<file path="src/rtl/link_tx_pkg.sv">
// link_tx_pkg: shared constants and packet field helpers for the link
// transmitter. Assumes the fixed 104-bit packet layout described in the brief.
package link_tx_pkg;

    localparam int PKT_W      = 104;
    localparam int NUM_CH     = 3;
    localparam int CH_W       = $clog2(NUM_CH);
    localparam int BEATS      = 14;
    localparam int BEAT_W     = $clog2(BEATS);
    localparam int DATA_BEAT  = 6;
    localparam int LAST_BEAT  = BEATS - 1;

    // Channel indices double as priority: a lower index wins.
    localparam int CH_RR = 0;
    localparam int CH_WR = 1;
    localparam int CH_RQ = 2;

    // True for a 64-bit write (write=1, datamode=2'b11).
    function automatic logic is_dw_write(input logic [PKT_W-1:0] p);
        return p[0] && (p[2:1] == 2'b11);
    endfunction

    // True when nxt can follow cur inside a burst.
    function automatic logic burst_follows(input logic [PKT_W-1:0] cur,
                                           input logic [PKT_W-1:0] nxt);
        return is_dw_write(cur) && is_dw_write(nxt) &&
               (nxt[39:8] == cur[39:8] + 32'd8) && (nxt[6:3] == cur[6:3]);
    endfunction

    // Byte placed on the link at beat k of packet p.
    function automatic logic [7:0] beat_byte(input logic [PKT_W-1:0] p,
                                             input logic [BEAT_W-1:0] k,
                                             input logic burst_en);
        logic [7:0] b;
        case (k)
            4'd0:    b = {~p[0], 4'b0000, burst_en & is_dw_write(p), 2'b00};
            4'd1:    b = {p[6:3], p[39:36]};
            4'd2:    b = p[35:28];
            4'd3:    b = p[27:20];
            4'd4:    b = p[19:12];
            4'd5:    b = {p[11:8], p[2:1], p[0], 1'b1};
            4'd6:    b = p[71:64];
            4'd7:    b = p[63:56];
            4'd8:    b = p[55:48];
            4'd9:    b = p[47:40];
            4'd10:   b = p[103:96];
            4'd11:   b = p[95:88];
            4'd12:   b = p[87:80];
            4'd13:   b = p[79:72];
            default: b = 8'h00;
        endcase
        return b;
    endfunction

endpackage

</file>
<file path="src/rtl/link_wait_sync.sv">
// link_wait_sync: multi-flop synchronizer for asynchronous back-pressure
// lines. Assumes each input is a level that stays stable for several cycles.
module link_wait_sync #(
    parameter int WIDTH  = 2,
    parameter int STAGES = 2
) (
    input  logic             clk,
    input  logic             rst_n,
    input  logic [WIDTH-1:0] raw_in,
    output logic [WIDTH-1:0] sync_out
);
    logic [WIDTH-1:0] stg [STAGES];

    // First stage samples the raw asynchronous inputs.
    always_ff @(posedge clk) begin
        if (!rst_n) stg[0] <= '0;
        else        stg[0] <= raw_in;
    end

    for (genvar s = 1; s < STAGES; s++) begin : g_stage
        // Each further stage re-samples the previous one.
        always_ff @(posedge clk) begin
            if (!rst_n) stg[s] <= '0;
            else        stg[s] <= stg[s-1];
        end
    end

    assign sync_out = stg[STAGES-1];
endmodule

</file>
<file path="src/rtl/link_tx_arb.sv">
// link_tx_arb: fixed-priority channel selector for a new frame. Index 0 has
// the highest priority. A blocked channel is skipped and does not hide a
// lower one. Assumes 'open' is high only when a new frame may start.
module link_tx_arb #(
    parameter int NUM_CH = 3
) (
    input  logic              open,
    input  logic [NUM_CH-1:0] req,
    input  logic [NUM_CH-1:0] blk,
    output logic [NUM_CH-1:0] ready
);
    logic [NUM_CH-1:0] elig;

    assign elig = req & ~blk;

    // A channel is ready if it is unblocked and no higher channel is eligible.
    always_comb begin
        logic higher;
        higher = 1'b0;
        for (int i = 0; i < NUM_CH; i++) begin
            ready[i] = open && !blk[i] && !higher;
            higher   = higher | elig[i];
        end
    end
endmodule

</file>
<file path="src/rtl/link_tx_ser.sv">
// link_tx_ser: packet serializer. Holds one packet, emits one byte per beat
// with a registered frame and byte, and reopens for a burst at the last beat.
// Assumes 'take' comes only while 'open' is high or 'at_last' is high.
module link_tx_ser
    import link_tx_pkg::*;
(
    input  logic             clk,
    input  logic             rst_n,
    input  logic             burst_en,
    input  logic             take,
    input  logic [PKT_W-1:0] take_pkt,
    input  logic [CH_W-1:0]  take_ch,
    output logic             open,
    output logic             at_last,
    output logic [PKT_W-1:0] cur_pkt,
    output logic [CH_W-1:0]  cur_ch,
    output logic             link_frame,
    output logic [7:0]       link_byte
);
    logic              busy_q;
    logic [BEAT_W-1:0] idx_q;
    logic [PKT_W-1:0]  pkt_q;
    logic [CH_W-1:0]   ch_q;
    logic              frame_q;
    logic [7:0]        byte_q;

    assign open       = !busy_q && !frame_q;
    assign at_last    = busy_q && (idx_q == BEAT_W'(LAST_BEAT));
    assign cur_pkt    = pkt_q;
    assign cur_ch     = ch_q;
    assign link_frame = frame_q;
    assign link_byte  = byte_q;

    // Beat sequencer: start, step, burst continuation and end of frame.
    always_ff @(posedge clk) begin
        if (!rst_n) begin
            busy_q  <= 1'b0;
            idx_q   <= '0;
            pkt_q   <= '0;
            ch_q    <= '0;
            frame_q <= 1'b0;
            byte_q  <= '0;
        end else if (!busy_q) begin
            if (take) begin
                pkt_q   <= take_pkt;
                ch_q    <= take_ch;
                busy_q  <= 1'b1;
                idx_q   <= BEAT_W'(1);
                frame_q <= 1'b1;
                byte_q  <= beat_byte(take_pkt, '0, burst_en);
            end else begin
                frame_q <= 1'b0;
                byte_q  <= '0;
            end
        end else begin
            frame_q <= 1'b1;
            byte_q  <= beat_byte(pkt_q, idx_q, burst_en);
            if (idx_q == BEAT_W'(LAST_BEAT)) begin
                if (take) begin
                    pkt_q <= take_pkt;
                    ch_q  <= take_ch;
                    idx_q <= BEAT_W'(DATA_BEAT);
                end else begin
                    busy_q <= 1'b0;
                end
            end else begin
                idx_q <= idx_q + BEAT_W'(1);
            end
        end
    end

    // Checker state: length of the current run of frame-high beats.
    logic [5:0] run_q;
    always_ff @(posedge clk) begin
        if (!rst_n)          run_q <= '0;
        else if (!frame_q)   run_q <= '0;
        else if (run_q != '1) run_q <= run_q + 6'd1;
    end

    // the first beat of a frame carries only the read and burst flags.
    p_header_byte0_r2: assert property (@(posedge clk) disable iff (!rst_n)
        $rose(link_frame) |-> ((link_byte & 8'h7B) == 8'h00));

    // a frame never ends before a complete packet has been sent.
    p_full_length_r9: assert property (@(posedge clk) disable iff (!rst_n)
        $fell(link_frame) |-> (run_q >= 6'(BEATS)));
endmodule

</file>
<file path="src/rtl/pkt_link_tx.sv">
// pkt_link_tx: three-channel packet-to-byte-stream link transmitter.
// Synchronizes remote waits, selects a channel with fixed priority, and
// serializes with optional burst merging. Assumes remote waits are levels.
module pkt_link_tx
    import link_tx_pkg::*;
#(
    parameter int SYNC_STAGES = 2
) (
    input  logic             clk,
    input  logic             rst_n,
    input  logic             cfg_burst_en,
    input  logic             wr_access,
    input  logic [PKT_W-1:0] wr_packet,
    output logic             wr_wait,
    input  logic             rq_access,
    input  logic [PKT_W-1:0] rq_packet,
    output logic             rq_wait,
    input  logic             rr_access,
    input  logic [PKT_W-1:0] rr_packet,
    output logic             rr_wait,
    input  logic             rmt_wr_wait,
    input  logic             rmt_rd_wait,
    output logic             link_frame,
    output logic [7:0]       link_byte
);
    logic [1:0]        sync_w;
    logic              wr_sync, rd_sync;
    logic [NUM_CH-1:0] acc, blk, arb_rdy, bst_rdy, rdy, accept;
    logic [PKT_W-1:0]  pk [NUM_CH];
    logic              open, at_last, take;
    logic [PKT_W-1:0]  cur_pkt, take_pkt;
    logic [CH_W-1:0]   cur_ch, take_ch;

    link_wait_sync #(.WIDTH(2), .STAGES(SYNC_STAGES)) i_sync (
        .clk      (clk),
        .rst_n    (rst_n),
        .raw_in   ({rmt_rd_wait, rmt_wr_wait}),
        .sync_out (sync_w)
    );
    assign wr_sync = sync_w[0];
    assign rd_sync = sync_w[1];

    assign acc         = {rq_access, wr_access, rr_access};
    assign pk[CH_RR]   = rr_packet;
    assign pk[CH_WR]   = wr_packet;
    assign pk[CH_RQ]   = rq_packet;
    assign blk[CH_RR]  = rd_sync;
    assign blk[CH_WR]  = wr_sync;
    assign blk[CH_RQ]  = rd_sync;

    link_tx_arb #(.NUM_CH(NUM_CH)) i_arb (
        .open  (open),
        .req   (acc),
        .blk   (blk),
        .ready (arb_rdy)
    );

    for (genvar c = 0; c < NUM_CH; c++) begin : g_ch
        // Burst slot: same channel, last beat, unblocked, sequential 64-bit write.
        assign bst_rdy[c] = cfg_burst_en && at_last && (cur_ch == CH_W'(c)) &&
                            !blk[c] && burst_follows(cur_pkt, pk[c]);
        assign rdy[c]     = arb_rdy[c] | bst_rdy[c];
        assign accept[c]  = acc[c] & rdy[c];
    end

    assign rr_wait = !rdy[CH_RR];
    assign wr_wait = !rdy[CH_WR];
    assign rq_wait = !rdy[CH_RQ];
    assign take    = |accept;

    // Select the packet and the index of the accepted channel.
    always_comb begin
        take_pkt = '0;
        take_ch  = '0;
        for (int i = NUM_CH - 1; i >= 0; i--) begin
            if (accept[i]) begin
                take_pkt = pk[i];
                take_ch  = CH_W'(i);
            end
        end
    end

    link_tx_ser i_ser (
        .clk        (clk),
        .rst_n      (rst_n),
        .burst_en   (cfg_burst_en),
        .take       (take),
        .take_pkt   (take_pkt),
        .take_ch    (take_ch),
        .open       (open),
        .at_last    (at_last),
        .cur_pkt    (cur_pkt),
        .cur_ch     (cur_ch),
        .link_frame (link_frame),
        .link_byte  (link_byte)
    );

    // a write never starts a frame while an unblocked read response waits.
    p_prio_rr_first_r6: assert property (@(posedge clk) disable iff (!rst_n)
        (wr_access && !wr_wait && !link_frame) |-> !(rr_access && !rd_sync));

    // read channels are never taken while the synchronized read wait is high.
    p_rdwait_blocks_r8: assert property (@(posedge clk) disable iff (!rst_n)
        ((rq_access && !rq_wait) || (rr_access && !rr_wait)) |-> !rd_sync);

    // a taken packet puts the frame high on the following beat.
    p_take_starts_frame_r7: assert property (@(posedge clk) disable iff (!rst_n)
        (wr_access && !wr_wait) |=> link_frame);
endmodule

</file>
<file path="config.mk">
export PLATFORM = sky130hd
export DESIGN_NAME = pkt_link_tx
export DESIGN_NICKNAME = d
export VERILOG_FILES = /design/src/rtl/link_tx_pkg.sv /design/src/rtl/link_wait_sync.sv /design/src/rtl/link_tx_arb.sv /design/src/rtl/link_tx_ser.sv /design/src/rtl/pkt_link_tx.sv
export SDC_FILE = /design/constraint.sdc
export NUM_CORES = 1
export LEC_CHECK = 0
export ABC_AREA = 1
export ABC_CLOCK_PERIOD_IN_PS = 3900
export BUFFER_PORTS_ARGS = -buffer_cell sky130_fd_sc_hd__clkbuf_2
export CORE_ASPECT_RATIO = 1.25
export CORE_MARGIN = 2
export CORE_UTILIZATION = 25
export DETAILED_ROUTE_END_ITERATION = 8
export GPL_ROUTABILITY_DRIVEN = 0
export SETUP_SLACK_MARGIN = 0.05
export SYNTH_ARGS = -nofsm -noshare
export SYNTH_HDL_FRONTEND = slang
export SYNTH_HIERARCHICAL = 1
export SYNTH_SLANG_ARGS = --single-unit
</file>
<file path="constraint.sdc">
create_clock -name clk -period 3.9 [get_ports clk]
set_input_delay 0.39 -clock clk [delete_from_list [all_inputs] [get_ports clk]]
set_output_delay 0.39 -clock clk [all_outputs]
set_load 0.02 [all_outputs]
</file>
==> results.cfg, run 1 <==
[drt]
first_pass_iters = 5
vias = 13900
drtAntennaViolNets = 0
viasPerCell = 4.65
drt_wl_total_um = 47000
drt_iter0_drc = 775
wl_per_cell_um = 15.7
drc = 0

[yosys]
ys_warn_count = 6
synthCells = 2125
syn_area_sq_mm = 0.0115
synth_nets = 2450
avgSynthCellArea_sq_um = 5.41

[timing]
timing.setup.tns_ns = 0
maxSlewViolCount = 0
hold_slack_ns = 0.159
fin_crit_ns = 3.57
skew_ns = 0.0155
rsz0062_at_grt = yes
max_slew.worst_pin.slew_ns = 0.647
slew_headroom_pct = 56.9
hold_viol_final = 0
setup_violations = 0
max_freq_ghz = 0.280
finalCritPeriodShare_pct = 91.6

[pwr]
p_per_area_mw_per_mm2 = 360
power.leakage_nw = 7.43
ir_drop_v = 0.000264

[grt]
grt_antenna_before_repair = 1
grt_pass1_vias = 13100
grt_max_degree = 87
overflow = 0
top_usage_layer = met2
use_met3_pct = 2.34
gr-usage-met1_pct = 22.6
use_met2_pct = 35.8
grt_use_total_pct = 19.4
grt_pass1_wl_um = 71900

[setup_path]
crit_chain = buf_4, inv_2, nor2_4, nand2_2, nor2_4, nand2_1, nand2_1, xor2_1, nand2_1, nor2_1, nand2_1, nor2_1, nand3_2, nand2_1, nand2_4, buf_12, nand3_1, nand3_1, inv_1, nor3_1, nand4_1, nand2_1
critPathArrivalTime_ns = 3.88
cp-start-kind = flop
required_ns = 4.20
cp-end-kind = flop
path_max_fanout = 61
path_class = flop to flop
slowest_delay_ns = 0.35
critPathMostFrequentCell = nand2_1
cp_slowest_cell = xor2_1

[placed_design]
place.detailed.hpwl_um = 36900
portBuffers = 328

[floorplanning]
rows = 87
io_pins = 332
dieArea_sq_mm = 0.0477
die_x_um = 196
dieHeight_um = 244
initial_core_util_pct = 25.4
core_area_sq_mm = 0.0453

[clocking]
numCtsBuffers = 17
clkTransAtPathRegs_ns = 0.06
cts.sinks = 123
root_buffer = clkbuf_16
postCtsHoldBufs = 0
h-tree-depth = 4
clk_latency_ns = 0.42
cts_tree = built
clock_path_buffers = 2

[finish]
syn_to_final_growth_pct = 25.0
nets = 2726
fin_util_pct = 31.7
drive_above_1_share_pct = 19.0
multiInputGateArea_sq_mm = 0.00754
seqCellArea_sq_mm = 0.00246
fillers = 5282

[job]
drv_cap = 0

[hold_path]
worst_hold_path_type = input pin to flop

[run_status]
status = complete, no violations
[repair_timing]
action,in CTS,in global routing
endpoints found under the setup margin,0,111
resized for setup,0,13
buffers inserted,0,0
[state kept, by name, summed over array words and instances (netlist names)]
name / cells
i_ser/link_byte: 8
i_ser/idx_q: 4
i_ser/cur_pkt: 103
i_ser/cur_ch: 2
i_sync/stg: 4
i_ser/busy_q: 1
i_ser/link_frame: 1
[critical path, delay by kind of cell (launching register included)]
| kind | cells | cell delay, ns |
|---|---|---|
| XOR/XNOR | 1 | 0.35 |
| buffers and inverters | 4 | 0.61 |
| flip-flops | 1 | 0.34 |
| AND/OR/NAND/NOR | 17 | 2.10 |
[cells in the final DEF (no fill, tap or decap), types with 2 or more instances in the layout]
| cell type | instances |
|---|---|
| ha_1 | 4 |
| clkbuf_8 | 3 |
| clkinvlp_4 | 3 |
| dfxtp_1 | 121 |
| o21ai_0 | 51 |
| clkbuf_2 | 327 |
| a21oi_1 | 24 |
| xnor3_1 | 3 |
| clkinv_2 | 3 |
| xor2_1 | 31 |
| nor2_4 | 8 |
| clkbuf_16 | 18 |
| o22ai_1 | 5 |
| buf_4 | 28 |
| nand3_1 | 394 |
| nand3b_1 | 17 |
| xnor2_1 | 8 |
| inv_1 | 226 |
| inv_2 | 11 |
| o21ai_1 | 66 |
| nand2_2 | 11 |
| nand3_2 | 6 |
| dfxtp_2 | 2 |
| nor3_1 | 5 |
| bufinv_16 | 3 |
| nor2_1 | 423 |
| nand2_1 | 551 |
| buf_12 | 13 |
| nand4_1 | 21 |
| nor2_2 | 11 |
| nand2_4 | 3 |
[final timing paths]
kind | endpoint | slack [ns] | start | cells after the start
hold reg to reg | i_sync/stg[1][1] | 0.41 | i_sync/stg[0][1] | 2
setup reg to reg | i_ser/link_byte[2] | 0.33 | i_ser/cur_pkt[11] | 22
hold / removal | i_sync/stg[0][0] | 0.16 | rmt_wr_wait | 3
setup / recovery | i_ser/link_byte[2] | 0.33 | i_ser/cur_pkt[11] | 22
[where the power goes]
group / leakage (nW) / switching (mW) / internal [mW]
Sequential: 1.01 / 0.203 / 1.46
Clock: 0.292 / 0.614 / 1.05
Combinational: 6.13 / 1.17 / 0.677
[routing by layer]
layer  up-vias  part of all wire [%]
met5         -                     0
met4         0                   3.3
met1      6094                    40
met3        71                   5.7
met2       495                    51
li1       7258                     -
[final cells by class]
type / instances / share of cell area [%]
sequential: 123 / 17.2
inverter: 238 / 6.23
tap: 578 / 5.03
clock buffer: 21 / 3.27
timing repair buffer: 369 / 14.8
antenna: 1 / 0.0174
multi-input combinational: 1652 / 52.5
clock inverter: 10 / 0.975
[per-stage QoR]
stage	setup slack, ns	power (mW)	area (sq um)	instances
3_3_place_gp	0.263	3.51	13700	2959
4_1_cts	0.168	5.22	14300	2990
3_5_place_dp	0.200	3.51	13700	2959
5_1_grt	-0.0113	5.55	14400	2992
2_1_floorplan	0.708	2.86	11500	2125
6_report	0.326	5.18	14400	2992
Note: power is estimated with default switching activity, not from simulation.
==> inputs of run 2 (changes only) <==
--- a/config.mk
+++ b/config.mk
@@ -6,7 +6,7 @@
 export NUM_CORES = 1
 export LEC_CHECK = 0
 export ABC_AREA = 1
-export ABC_CLOCK_PERIOD_IN_PS = 3900
+export ABC_CLOCK_PERIOD_IN_PS = 3370
 export BUFFER_PORTS_ARGS = -buffer_cell sky130_fd_sc_hd__clkbuf_2
 export CORE_ASPECT_RATIO = 1.25
 export CORE_MARGIN = 2
==> constraint.sdc (replaced) <==
create_clock -name clk -period 3.37 [get_ports clk]
set_input_delay 0.337 -clock clk [delete_from_list [all_inputs] [get_ports clk]]
set_output_delay 0.337 -clock clk [all_outputs]
set_load 0.02 [all_outputs]
==> run 2 against run 1 <==
Effect of this change: sequential power is 15% higher; first-iteration DRC count is 1.9% lower; register-to-register slack worse by 0.16 ns; non-clock buffer count rose by 144; combinational power rose by 39%; cell count increased by 4.8%; count of clock-buffer cells in the layout unchanged; cell area is 10% higher; sequential cell count unchanged; power is 20% higher; critical path depth decreased by 3; global-route usage grew 0.90 points; critical path type is now flop to output pin.
==> results.cfg, run 2 (synthesized netlist as in run 1, its figures left out) <==
[setup_path]
path_class = flop to output pin
crit_family = simple AND/OR/NAND/NOR gates
critPathBufInv = 4
required_ns = 3.03
r2r_slack_ns = 0.17
path_max_fanout = 4
crit_cells = 19
cp_slowest_cell = dfxtp_2
rr_worst_depth = 23
critPathMostFrequentCell = nand2_2
cp-end-kind = output pin
critPathArrivalTime_ns = 2.89
crit_chain = ha_4, nand2_4, nor2_4, nand2_2, nor2_4, buf_6, nand2_1, nand2_2, nand2_2, nand2_1, nand2_2, nor2_2, nand3_4, nor2_4, nand3_4, nand2_4, buf_6, inv_1, clkbuf_8
cp-start-kind = flop
slowest_delay_ns = 0.35

[timing]
finalWorstSetupSlack_ns = 0.144
timing.setup.tns_ns = 0
finalCritPeriodShare_pct = 95.7
max_slew.worst_pin.slew_ns = 0.470
rsz0062_at_grt = yes
hold_viol_final = 0
setup_violations = 0
max_freq_ghz = 0.310
maxSlewViolCount = 0
fin_crit_ns = 3.23
skew_ns = 0.0125
slew_headroom_pct = 68.7

[pwr]
ir_drop_v = 0.000290
p_per_area_mw_per_mm2 = 393
power_frac_clock_pct = 28.1
power_mw = 6.23
power.leakage_nw = 8.21
p_switching_mw = 2.44
pwr-share-comb_pct = 41.3
sequentialPowerShare_pct = 30.7
p_sw_share_pct = 39.1
intPower_mw = 3.79

[drt]
drt_wl_total_um = 49600
viasPerCell = 4.61
drt_iter0_drc = 760
first_pass_iters = 5
drtAntennaViolNets = 0
wl_per_cell_um = 15.8
vias = 14500
drc = 0

[finish]
nets = 2870
drive_above_1_share_pct = 26.5
largest_reg_flops = 103
seqCellArea_sq_mm = 0.00248
layout_commonest_cell = nand2_1
final_cell_mix = nand2_1, nor2_1, nand3_1
antenna_cells = 0
final_area_sq_mm = 0.0158
fillers = 5207
multiInputGateArea_sq_mm = 0.00782
final_cells = 3136
syn_to_final_growth_pct = 37.9

[clocking]
root_buffer = clkbuf_16
numCtsBuffers = 17
h-tree-depth = 4
clk_latency_ns = 0.42
clkTransAtPathRegs_ns = 0.06
cts.sinks = 123
postCtsHoldBufs = 0
clock_path_buffers = 2
cts_tree = built

[floorplanning]
initial_core_util_pct = 25.4
die_x_um = 196
dieArea_sq_mm = 0.0477
io_pins = 332
rows = 87
dieHeight_um = 244
core_area_sq_mm = 0.0453

[grt]
grt_pass1_wl_um = 74800
grt_antenna_before_repair = 0
overflow = 0
grt_use_total_pct = 20.3
grt_pass1_vias = 13800
grt_max_degree = 46

[placed_design]
placed_cell_area_sq_mm = 0.0147
place.detailed.hpwl_um = 39400
numPlacedInstances = 3094
portBuffers = 328
pre_cts_slack_ns = -0.241

[hold_path]
worst_hold_path_type = input pin to flop
min_path_cells = 3

[job]
drv_cap = 0

[run_status]
status = complete, no violations
==> run 2: changes by cell type in the layout (fill, tap and decap cells not counted), moves of 9 or more <==
| cell | previous run | this run |
|---|---|---|
| buf_4 | 28 | 155 |
| nor2_1 | 423 | 401 |
| nor2_2 | 11 | 32 |
| nand2_1 | 551 | 531 |
| nand2_2 | 11 | 27 |
| nand3_1 | 394 | 380 |
| dfxtp_1 | 121 | 108 |
| dfxtp_2 | 2 | 15 |
| nand3_2 | 6 | 17 |
| o21ai_0 | 51 | 42 |
==> run 2: worst register-to-register path, cell delays in order, from the launching register on <==
cell and delay [ns]:
dfxtp_2 0.35, ha_4 0.16, nand2_4 0.07, nor2_4 0.16
nand2_2 0.11, nor2_4 0.23, buf_6 0.15, nand2_1 0.07
nand2_2 0.08, nand2_2 0.07, nand2_1 0.08, nand2_2 0.07
nor2_2 0.14, nand3_4 0.10, nor2_4 0.13, nand3_4 0.12
nand2_4 0.11, nand2_4 0.08, nand3_4 0.13, nand2_8 0.12
buf_12 0.17, buf_4 0.16, o21ai_0 0.18, a21oi_1 0.06
==> run 2: cell type report <==
cell class	count	area share (%)
Multi-Input combinational cell	1652	49.4
Tap cell	578	4.56
Clock buffer	21	2.84
Clock inverter	11	0.616
Sequential cell	123	15.7
Timing Repair Buffer	513	21.3
Inverter	238	5.68
==> run 2: what timing repair did <==
action / in CTS / in global routing
endpoints found under the setup margin: 115 / 115
gates cloned: 1 / 2
gates resized for setup: 33 / 107
pin swaps: 16 / 35
setup buffers: 3 / 5
==> run 2: power by group through the flow <==
| stage | combinational, mW | sequential, mW | clock [mW] |
|---|---|---|---|
| after global routing | 2.87 | 1.94 | 1.87 |
| after CTS | 2.49 | 1.90 | 1.81 |
| after floorplan | 1.44 | 1.87 | 0 |
| final | 2.57 | 1.91 | 1.75 |
| after detailed placement | 2.42 | 1.93 | 0 |
| after global placement | 2.41 | 1.93 | 0 |
==> run 2: layer usage <==
metal	wire length, um	share of wire (%)	track usage (%)
met4	1880	3.8	8.38
met2	24900	50	37.4
met3	2870	5.8	3.11
met5	0	0	0
met1	19900	40	23.1
==> run 2: path summary, 6_finish.rpt <==
check                                        from                 to
worst min register to register   i_sync/stg[0][1]   i_sync/stg[1][1]
worst max-delay path            i_ser/cur_pkt[11]            wr_wait
worst max register to register  i_ser/cur_pkt[11]  i_ser/cur_pkt[83]
worst min-delay path                  rmt_wr_wait   i_sync/stg[0][0]
==> run 2: metrics by stage <==
stage	util [%]	hold WS, ns
6_report	35.0	0.106
5_1_grt	35.0	0.116
4_1_cts	34.1	0.0837
3_5_place_dp	32.5	0.399
3_3_place_gp	32.5	0.394
2_1_floorplan	-	0.386
